===== config.mk =====
export PLATFORM = sky130hd
export DESIGN_NAME = bus_write_capture
export DESIGN_NICKNAME = d
export VERILOG_FILES = /design/src/rtl/wcap_pkg.sv /design/src/rtl/wcap_sync.sv /design/src/rtl/wcap_pwr_gate.sv /design/src/rtl/wcap_qualify.sv /design/src/rtl/bus_write_capture.sv
export SDC_FILE = /design/constraint.sdc
export NUM_CORES = 1
export LEC_CHECK = 0
export BUFFER_PORTS_ARGS = -buffer_cell sky130_fd_sc_hd__buf_2
export CAP_MARGIN = 40
export CORE_MARGIN = 2
export CORE_UTILIZATION = 45
export DETAILED_ROUTE_END_ITERATION = 12
export PLACE_DENSITY = 0.65
export SETUP_SLACK_MARGIN = 0.3
export SKIP_CTS_REPAIR_TIMING = 1
export SYNTH_ARGS = -nofsm -noshare
export SYNTH_HDL_FRONTEND = slang
export SYNTH_SLANG_ARGS = --single-unit

===== constraint.sdc =====
create_clock -name clk_i -period 3.9 [get_ports clk_i]
set_clock_uncertainty 0.05 [all_clocks]
set_input_delay 0.585 -clock clk_i [delete_from_list [all_inputs] [get_ports clk_i]]
set_output_delay 0.585 -clock clk_i [all_outputs]
set_load 0.02 [all_outputs]

===== src/rtl/wcap_pkg.sv =====
package wcap_pkg;

  typedef enum logic [1:0] {
    ST_IDLE   = 2'd0,  // waiting for ready and released strobes
    ST_ARMED  = 2'd1,  // ready, strobes inactive
    ST_ACTIVE = 2'd2   // write window open
  } cap_state_e;

  // write window: both strobes low, output enable high
  function automatic logic win_open(logic ce_n, logic we_n, logic oe_n);
    return ~ce_n & ~we_n & oe_n;
  endfunction

endpackage


===== src/rtl/wcap_sync.sv =====
module wcap_sync #(
  parameter int unsigned      WIDTH   = 1,
  parameter int unsigned      STAGES  = 2,
  parameter logic [WIDTH-1:0] RST_VAL = '0
) (
  input  logic             clk_i,
  input  logic             rst_ni,
  input  logic [WIDTH-1:0] d_i,
  output logic [WIDTH-1:0] q_o
);

  localparam int unsigned NST = (STAGES < 2) ? 2 : STAGES;

  logic [WIDTH-1:0] stage_q [NST];

  always_ff @(posedge clk_i or negedge rst_ni) begin
    if (!rst_ni) begin
      for (int i = 0; i < NST; i++) stage_q[i] <= RST_VAL;
    end else begin
      stage_q[0] <= d_i;
      for (int i = 1; i < NST; i++) stage_q[i] <= stage_q[i-1];
    end
  end

  assign q_o = stage_q[NST-1];

endmodule


===== src/rtl/wcap_pwr_gate.sv =====
module wcap_pwr_gate #(
  parameter int unsigned WAIT_CLKS = 16
) (
  input  logic clk_i,
  input  logic rst_ni,
  input  logic pwr_good_i,
  output logic ready_o
);

  localparam int unsigned CW = $clog2(WAIT_CLKS + 1);
  localparam logic [CW-1:0] WAIT_END = CW'(WAIT_CLKS);

  logic [CW-1:0] cnt_q;

  always_ff @(posedge clk_i or negedge rst_ni) begin
    if (!rst_ni)                 cnt_q <= '0;
    else if (!pwr_good_i)        cnt_q <= '0;
    else if (cnt_q != WAIT_END)  cnt_q <= cnt_q + 1'b1;
  end

  assign ready_o = (cnt_q == WAIT_END);

endmodule


===== src/rtl/wcap_qualify.sv =====
module wcap_qualify
  import wcap_pkg::*;
#(
  parameter int unsigned ADDR_W   = 17,
  parameter int unsigned DATA_W   = 8,
  parameter int unsigned MIN_CLKS = 3
) (
  input  logic              clk_i,
  input  logic              rst_ni,
  input  logic              ready_i,
  input  logic              ce_n_i,
  input  logic              we_n_i,
  input  logic              oe_n_i,
  input  logic [ADDR_W-1:0] addr_i,
  input  logic [DATA_W-1:0] data_i,
  output logic              act_o,
  output logic              emit_o,
  output logic [ADDR_W-1:0] addr_o,
  output logic [DATA_W-1:0] data_o
);

  localparam int unsigned MIN_N = (MIN_CLKS < 1) ? 1 : MIN_CLKS;
  localparam int unsigned CW    = $clog2(MIN_N + 1);
  localparam logic [CW-1:0] CNT_MAX = CW'(MIN_N);

  cap_state_e        state_q, state_d;
  logic [CW-1:0]     cnt_q, cnt_d;
  logic [ADDR_W-1:0] addr_q, addr_d;
  logic [DATA_W-1:0] data_q, data_d;
  logic              act;
  logic              end_ok;

  assign act    = win_open(ce_n_i, we_n_i, oe_n_i);
  // window closed by a strobe rising, not by output enable
  assign end_ok = !act && oe_n_i && (cnt_q == CNT_MAX);

  always_comb begin
    state_d = state_q;
    cnt_d   = cnt_q;
    addr_d  = addr_q;
    data_d  = data_q;
    emit_o  = 1'b0;
    unique case (state_q)
      ST_IDLE: begin
        if (ready_i && !act) state_d = ST_ARMED;
      end
      ST_ARMED: begin
        if (!ready_i) begin
          state_d = ST_IDLE;
        end else if (act) begin
          state_d = ST_ACTIVE;
          cnt_d   = CW'(1);
          addr_d  = addr_i;
          data_d  = data_i;
        end
      end
      ST_ACTIVE: begin
        if (!ready_i) begin
          state_d = ST_IDLE;
        end else if (act) begin
          data_d = data_i;
          if (cnt_q != CNT_MAX) cnt_d = cnt_q + 1'b1;
        end else if (!oe_n_i) begin
          state_d = ST_IDLE;
        end else begin
          state_d = ST_ARMED;
          emit_o  = end_ok;
        end
      end
      default: state_d = ST_IDLE;
    endcase
  end

  always_ff @(posedge clk_i or negedge rst_ni) begin
    if (!rst_ni) begin
      state_q <= ST_IDLE;
      cnt_q   <= '0;
      addr_q  <= '0;
      data_q  <= '0;
    end else begin
      state_q <= state_d;
      cnt_q   <= cnt_d;
      addr_q  <= addr_d;
      data_q  <= data_d;
    end
  end

  assign act_o  = act;
  assign addr_o = addr_q;
  assign data_o = data_q;

endmodule


===== src/rtl/bus_write_capture.sv =====
module bus_write_capture #(
  parameter int unsigned ADDR_W        = 17,
  parameter int unsigned DATA_W        = 8,
  parameter int unsigned MIN_CLKS      = 3,
  parameter int unsigned PWR_WAIT_CLKS = 16,
  parameter int unsigned SYNC_STAGES   = 2
) (
  input  logic              clk_i,
  input  logic              rst_ni,
  input  logic              pwr_good_i,
  input  logic              ce_n_i,
  input  logic              we_n_i,
  input  logic              oe_n_i,
  input  logic [ADDR_W-1:0] addr_i,
  input  logic [DATA_W-1:0] data_i,
  output logic              wr_valid_o,
  output logic [ADDR_W-1:0] wr_addr_o,
  output logic [DATA_W-1:0] wr_data_o
);

  localparam int unsigned BUS_W = ADDR_W + DATA_W;

  logic [2:0]        ctl_s;
  logic [BUS_W-1:0]  bus_s;
  logic              ce_n_s, we_n_s, oe_n_s;
  logic              pwr_ready;
  logic              strobe_act;
  logic              emit;
  logic [ADDR_W-1:0] cap_addr;
  logic [DATA_W-1:0] cap_data;

  wcap_sync #(
    .WIDTH  (3),
    .STAGES (SYNC_STAGES),
    .RST_VAL(3'b111)
  ) i_ctl_sync (
    .clk_i (clk_i),
    .rst_ni(rst_ni),
    .d_i   ({ce_n_i, we_n_i, oe_n_i}),
    .q_o   (ctl_s)
  );

  wcap_sync #(
    .WIDTH  (BUS_W),
    .STAGES (SYNC_STAGES),
    .RST_VAL('0)
  ) i_bus_sync (
    .clk_i (clk_i),
    .rst_ni(rst_ni),
    .d_i   ({addr_i, data_i}),
    .q_o   (bus_s)
  );

  assign {ce_n_s, we_n_s, oe_n_s} = ctl_s;

  wcap_pwr_gate #(
    .WAIT_CLKS(PWR_WAIT_CLKS)
  ) i_pwr_gate (
    .clk_i     (clk_i),
    .rst_ni    (rst_ni),
    .pwr_good_i(pwr_good_i),
    .ready_o   (pwr_ready)
  );

  wcap_qualify #(
    .ADDR_W  (ADDR_W),
    .DATA_W  (DATA_W),
    .MIN_CLKS(MIN_CLKS)
  ) i_qualify (
    .clk_i  (clk_i),
    .rst_ni (rst_ni),
    .ready_i(pwr_ready),
    .ce_n_i (ce_n_s),
    .we_n_i (we_n_s),
    .oe_n_i (oe_n_s),
    .addr_i (bus_s[BUS_W-1:DATA_W]),
    .data_i (bus_s[DATA_W-1:0]),
    .act_o  (strobe_act),
    .emit_o (emit),
    .addr_o (cap_addr),
    .data_o (cap_data)
  );

  always_ff @(posedge clk_i or negedge rst_ni) begin
    if (!rst_ni) begin
      wr_valid_o <= 1'b0;
      wr_addr_o  <= '0;
      wr_data_o  <= '0;
    end else begin
      wr_valid_o <= emit;
      if (emit) begin
        wr_addr_o <= cap_addr;
        wr_data_o <= cap_data;
      end
    end
  end

endmodule


==> results.sh, run 1 <==
export IMPL_ys_seq_area_share_pct=74.9
export IMPL_peakVddDrop_v=0.000359
export IMPL_setup_worst_path_class="reg -> reg"
export IMPL_grt_max_degree=61
export IMPL_drc_errors=0
export IMPL_synth_top_cell_by_area="dfrtp_1"
export IMPL_dp_hpwl_mm=3.68
export IMPL_tightest_slew_ns=0.765
export IMPL_grt_first_pass_wirelength_mm=10.5
export IMPL_wirelength_mm=5.94
export IMPL_final_nets=334
export IMPL_cp_end_kind="register"
export IMPL_rows=33
export IMPL_synth_edf_count=0
export IMPL_min_to="i_bus_sync.stage_q[29]"
export IMPL_hold_path_class="in -> reg"
export IMPL_wl_per_cell_um=14.3
export IMPL_reg2reg_from="i_pwr_gate.cnt_q[0]"
export IMPL_netlist_instances=222
export IMPL_syn_to_final_growth_pct=27.8
export IMPL_r2r_end="wr_addr_o[0]"
export IMPL_ff_latch_area_mm2=0.00291
export IMPL_synth_warnings=0
export IMPL_drtAntennaViolNets=0
export IMPL_grt_pass1_vias=2140
export IMPL_ys_async_sr_fraction_pct=100
export IMPL_antenna_cells=0
export IMPL_die_width_um=96.9
export IMPL_clockRootBuffer="clkbuf_8"
export IMPL_clock_latency_ns=0.51
export IMPL_synth_area_per_cell_um2=17.5
export IMPL_clock_fmax_mhz=402
export IMPL_synth_top_cell_area_share_pct=70.9
export IMPL_htree_levels=4
export IMPL_core_area_mm2=0.00830
export IMPL_synthDistinctLibCells=32
export IMPL_start_util_pct=46.8
export IMPL_grt_overflow_total=0
export IMPL_setup_viol=0
export IMPL_multi_input_area_um2=908
export IMPL_cp_required_ns=4.23
export IMPL_post_route_util_pct=59.8
export IMPL_critical_path_max_fanout=20
export IMPL_syn_num_nets=260
export IMPL_cts_clk_slew_worst_paths_ns=0.06
export IMPL_drv_slew=0
export IMPL_nFillCells=621
export IMPL_fin_tns_setup_ns=0
export IMPL_avgViaCountPerCell=4.77
export IMPL_drv_cap=0
export IMPL_relSlewSlack_pct=48.9
export IMPL_io_pins=57
export IMPL_cts_buffers_inserted=17
export IMPL_hold_start="data_i[4]"
export IMPL_clock_sinks=116
export IMPL_r2r_worst_path_cells=7
export IMPL_die_h_um=96.9
export IMPL_cellLeakagePower_nw=2.56
export IMPL_drtIter0Drc=72
export IMPL_post_route_period_util_pct=63.8
export IMPL_ys_ff_latch=116
export IMPL_ys_top_cells_by_area="dfrtp_1 (71%), mux2_2 (9.3%), mux2_1 (5.5%)"
export IMPL_antenna_found_initial=0
export IMPL_p_per_area_mw_per_mm2=598
export IMPL_synth_flop_cell="dfrtp_1"
export IMPL_start_kind="register"
export IMPL_finalWorstPathRequiredPeriod_ns=2.49
export IMPL_num_vias=1974
export IMPL_portBuffers=56
export IMPL_hold_depth=1
export IMPL_hold_viol=0
export IMPL_syn_area_mm2=0.00388
export IMPL_rsz0062_at_grt="no"
export IMPL_place_congestion=0.751
export IMPL_r2r_slack_ns=1.41
export IMPL_dr_pass1_iters=4
export IMPL_grt_usage_pct=14.8
export IMPL_cts_buffer_depth=2
export IMPL_die_area_mm2=0.00939
export IMPL_drive_above_1_share_pct=42.7
export IMPL_critPathArrivalTime_ns=2.82
export IMPL_outcome="finished clean"
export IMPL_p_total_mw=2.97
export IMPL_cts_tree="done"
synth_stat cells (2+ instances only):
library cell  instances
mux2_2               32
ha_1                  7
mux2_1               19
inv_1                 5
nor2_1                2
nor2b_1               3
nand2_1               7
dfrtp_1             110
and2_1                3
buf_4                 2
dfstp_2               6
nor3b_1               2
mux2i_1               2
xnor2_1               2
nand3_1               2
buf_6                 2
cells by family after synthesis:
logic type	count (synthesis)	synth area share (%)
AOI/OAI and AO/OA	8	1.64
xor gates and xnor gates	3	0.677
adders and majority gates	7	2.26
buffers and inverters	11	1.67
DFF	116	74.9
muxes	53	15.3
and+or+nand+nor	24	3.51
through the flow:
step,std cells,cell area (um^2),worst slack (ns),hold slack [ns]
2_1_floorplan,222,3880,1.77,0.239
3_3_place_gp,380,4270,1.46,0.282
3_5_place_dp,381,4300,1.42,0.285
4_1_cts,413,4950,1.38,-0.106
5_1_grt,414,4960,1.23,0.0951
6_report,414,4960,1.41,0.129
layout make-up:
type	count	area share, %
Multi-Input combinational cell	95	18.3
Clock buffer	18	8.62
Timing Repair Buffer	61	6.91
Tap cell	105	2.65
Inverter	5	0.378
Clock inverter	14	4.49
Sequential cell	116	58.6
flip-flops by register name, summed over array words and instances, names as in the netlist, 5 cells and up:
signal	count
i_bus_sync.q_o	25
i_bus_sync.stage_q	25
i_qualify.addr_o	17
wr_addr_o	17
i_qualify.data_o	8
wr_data_o	8
i_pwr_gate.cnt_q	5
worst max path at each step:
stage | depth (start not counted) | to | startpoint
2_1_floorplan | 9 | i_qualify.addr_o[10] | i_pwr_gate.cnt_q[0]
3_3_place_gp | 7 | wr_addr_o[2] | i_pwr_gate.cnt_q[0]
3_5_place_dp | 7 | wr_addr_o[0] | i_pwr_gate.cnt_q[0]
4_1_cts | 7 | wr_addr_o[0] | i_pwr_gate.cnt_q[0]
5_1_grt | 7 | wr_addr_o[0] | i_pwr_gate.cnt_q[0]
6_report | 7 | wr_addr_o[0] | i_pwr_gate.cnt_q[0]
cells in the final DEF, fill, tap and decap left out, types with 2 or more instances in the layout:
cell type	n
and2_1	3
buf_2	55
buf_4	4
bufinv_16	5
clkbuf_16	16
clkbuf_8	2
clkinv_4	3
clkinvlp_4	2
dfrtp_1	110
dfstp_2	6
ha_1	7
inv_1	5
inv_6	3
mux2_1	19
mux2_2	32
mux2i_1	2
nand2_1	7
nand3_1	2
nor2_1	2
nor2b_1	3
nor3b_1	2
xnor2_1	2
critical path: stages, from the launching register on:
cell      delay (ns)
dfrtp_1         0.42
inv_1           0.07
ha_1            0.13
and4bb_1        0.39
nand2_1         0.08
or3_1           0.55
buf_4           0.31
mux2_1          0.35
per-layer routing:
metal | routed length, um | track usage [%] | part of all wire [%] | up-vias
met4 | 85 | 7.48 | 1.4 | 0
met5 | 0 | 0 | 0 | -
met3 | 242 | 6.07 | 4.1 | 9
li1 | - | - | - | 906
met1 | 2650 | 18.3 | 45 | 1016
met2 | 2960 | 22.5 | 50 | 43
power by group:
part / internal [mW] / switching, mW / total, mW
Sequential: 1.24 / 0.0114 / 1.25
Combinational: 0.0206 / 0.0310 / 0.0516
Clock: 1.13 / 0.542 / 1.67
Power figures use the tool's default switching activity.
==> inputs of run 2 (changes only) <==
--- a/config.mk
+++ b/config.mk
@@ -10,7 +10,7 @@
 export CORE_MARGIN = 2
 export CORE_UTILIZATION = 45
 export DETAILED_ROUTE_END_ITERATION = 12
-export PLACE_DENSITY = 0.65
+export PLACE_DENSITY = 0.68
 export SETUP_SLACK_MARGIN = 0.3
 export SKIP_CTS_REPAIR_TIMING = 1
 export SYNTH_ARGS = -nofsm -noshare
==> constraint.sdc (replaced) <==
create_clock -name clk_i -period 2.2 [get_ports clk_i]
set_clock_uncertainty 0.05 [all_clocks]
set_input_delay 0.33 -clock clk_i [delete_from_list [all_inputs] [get_ports clk_i]]
set_output_delay 0.33 -clock clk_i [all_outputs]
set_load 0.02 [all_outputs]
==> run 2 against run 1 <==
  * Clock power rose by 64%
  * Utilization grew 4.4 points
  * Setup slack got worse by 1.2 ns
  * Power up 72%
  * Non-clock buffer count up 33
  * Die area unchanged
  * Largest cell class unchanged
  * Fmax up 25%
  * Critical endpoint is now wr_addr_o[8]
  * Sequential share of layout area decreased by 4.1 points
  * Register-to-register slack got worse by 1.2 ns
  * Flip-flop and latch count unchanged
  * Critical path depth unchanged
==> results.sh, run 2 (same netlist as run 1, synthesis figures left out) <==
export IMPL_io_pins=57
export IMPL_die_h_um=96.9
export IMPL_final_common_cell="dfrtp_1"
export IMPL_relSlewSlack_pct=61.7
export IMPL_place_congestion=0.732
export IMPL_stdcell_count=448
export IMPL_p_int_mw=4.04
export IMPL_critical_path_top_delay_family="simple AND/OR/NAND/NOR gates"
export IMPL_avgViaCountPerCell=4.69
export IMPL_drtAntennaViolNets=0
export IMPL_drc_errors=0
export IMPL_setup_worst_path_class="reg -> reg"
export IMPL_post_route_period_util_pct=90.8
export IMPL_rows=33
export IMPL_finalWorstPathRequiredPeriod_ns=2.00
export IMPL_antenna_cells=0
export IMPL_pwr_share_clk_pct=53.8
export IMPL_start_util_pct=46.8
export IMPL_die_area_mm2=0.00939
export IMPL_switching_share_pct=20.7
export IMPL_core_area_mm2=0.00830
export IMPL_wl_per_cell_um=14.2
export IMPL_dp_hpwl_mm=3.85
export IMPL_dr_pass1_iters=4
export IMPL_timing_critical_path_buf_inv=2
export IMPL_antenna_found_initial=0
export IMPL_portBuffers=56
export IMPL_combPwrFrac_pct=2.7
export IMPL_grt_max_degree=46
export IMPL_cts_clk_slew_worst_paths_ns=0.06
export IMPL_slowest_stage="dfrtp_1"
export IMPL_critical_path_max_fanout=12
export IMPL_clockRootBuffer="clkbuf_8"
export IMPL_syn_to_final_growth_pct=37.3
export IMPL_htree_levels=4
export IMPL_nFillCells=574
export IMPL_final_cell_mix="dfrtp_1 (110), buf_2 (55), dlygate4sd3_1 (29), mux2_2 (23), mux2_1 (19)"
export IMPL_place_inst=383
export IMPL_p_per_area_mw_per_mm2=955
export IMPL_clock_sinks=116
export IMPL_outcome="finished clean"
export IMPL_hold_path_class="in -> reg"
export IMPL_p_seq_share_pct=43.5
export IMPL_peakVddDrop_v=0.000643
export IMPL_path_cells="inv_1 -> ha_1 -> and4bb_2 -> nand2_1 -> or3_4 -> buf_12 -> mux2_1"
export IMPL_rsz0062_at_grt="yes"
export IMPL_critPathArrivalTime_ns=2.33
export IMPL_start_kind="register"
export IMPL_grt_overflow_total=0
export IMPL_die_width_um=96.9
export IMPL_drive_above_1_share_pct=41.7
export IMPL_hold_viol=0
export IMPL_drv_cap=0
export IMPL_drv_slew=0
export IMPL_drtIter0Drc=47
export IMPL_post_route_util_pct=64.2
export IMPL_num_vias=2101
export IMPL_cts_buffers_inserted=17
export IMPL_clock_fmax_mhz=501
export IMPL_clock_latency_ns=0.51
export IMPL_tightest_slew_ns=0.575
export IMPL_grt_first_pass_wirelength_mm=10.3
export IMPL_cp_end_kind="register"
export IMPL_cellLeakagePower_nw=2.76
export IMPL_grt_usage_pct=14.6
export IMPL_wirelength_mm=6.37
export IMPL_fin_tns_setup_ns=0
export IMPL_hold_slack_ns=0.0349
export IMPL_cp_required_ns=2.53
export IMPL_cts_tree="done"
export IMPL_setup_viol=0
export IMPL_grt_pass1_vias=2092
export IMPL_final_nets=368
export IMPL_cts_buffer_depth=2
export IMPL_power_net_switching_mw=1.06
export IMPL_cpPeakStageDelay_ns=0.40
-- run 2: cell count changes in the layout (fill, tap and decap cells not counted), moves of 2 or more --
cell | before | now
nand2_1 | 7 | 5
mux2_4 | 0 | 9
clkinv_4 | 3 | 5
nand2_4 | 0 | 2
mux2_2 | 32 | 23
dlygate4sd3_1 | 1 | 29
buf_12 | 0 | 3
bufinv_16 | 5 | 3
buf_4 | 4 | 6
-- run 2: power by group through the flow --
stage,logic (mW),clock network [mW],registers [mW]
2_1_floorplan,0.0138,0,2.25
3_3_place_gp,0.0927,0,2.25
3_5_place_dp,0.0945,0,2.25
4_1_cts,0.0952,2.79,2.22
5_1_grt,0.158,2.90,2.22
6_report,0.139,2.74,2.21
-- run 2: path summary, 6_finish.rpt --
path / start / end / slack [ns] / cells past startpoint
worst max-delay path: i_pwr_gate.cnt_q[0] / wr_addr_o[8] / 0.20 / 7
worst max register to register: i_pwr_gate.cnt_q[0] / wr_addr_o[8] / 0.20 / 7
worst min register to register: i_bus_sync.stage_q[30] / i_bus_sync.q_o[5] / 0.29 / 0
worst min-delay path: pwr_good_i / i_pwr_gate.cnt_q[2] / 0.03 / 2
min in group asynchronous: rst_ni / i_bus_sync.q_o[10] / 0.32 / 2
max in group asynchronous: rst_ni / wr_addr_o[8] / 1.17 / 3
-- run 2: layer usage --
metal | global-route usage, % | share of wire (%) | up-vias
met5 | 0 | 0 | -
met2 | 21.9 | 49 | 50
met3 | 6.00 | 4.9 | 11
met1 | 18.1 | 44 | 1056
met4 | 7.80 | 1.9 | 0
li1 | - | - | 984
-- run 2: final cells by class --
| cell class | count | area (um^2) | share of cell area [%] |
|---|---|---|---|
| clock buffer | 18 | 428 | 8.03 |
| clock inverter | 14 | 178 | 3.33 |
| inverter | 5 | 18.8 | 0.352 |
| multi-input combinational | 96 | 983 | 18.4 |
| sequential | 116 | 2910 | 54.6 |
| tap | 105 | 131 | 2.46 |
| timing repair buffer | 94 | 682 | 12.8 |
-- run 2: per-stage QoR --
stage | instance area [um^2] | setup slack [ns] | total power, mW
2_1_floorplan | 3950 | 0.194 | 2.26
3_3_place_gp | 4370 | 0.203 | 2.34
3_5_place_dp | 4370 | 0.140 | 2.35
4_1_cts | 4970 | 0.132 | 5.10
5_1_grt | 5330 | 0.122 | 5.28
6_report | 5330 | 0.203 | 5.09
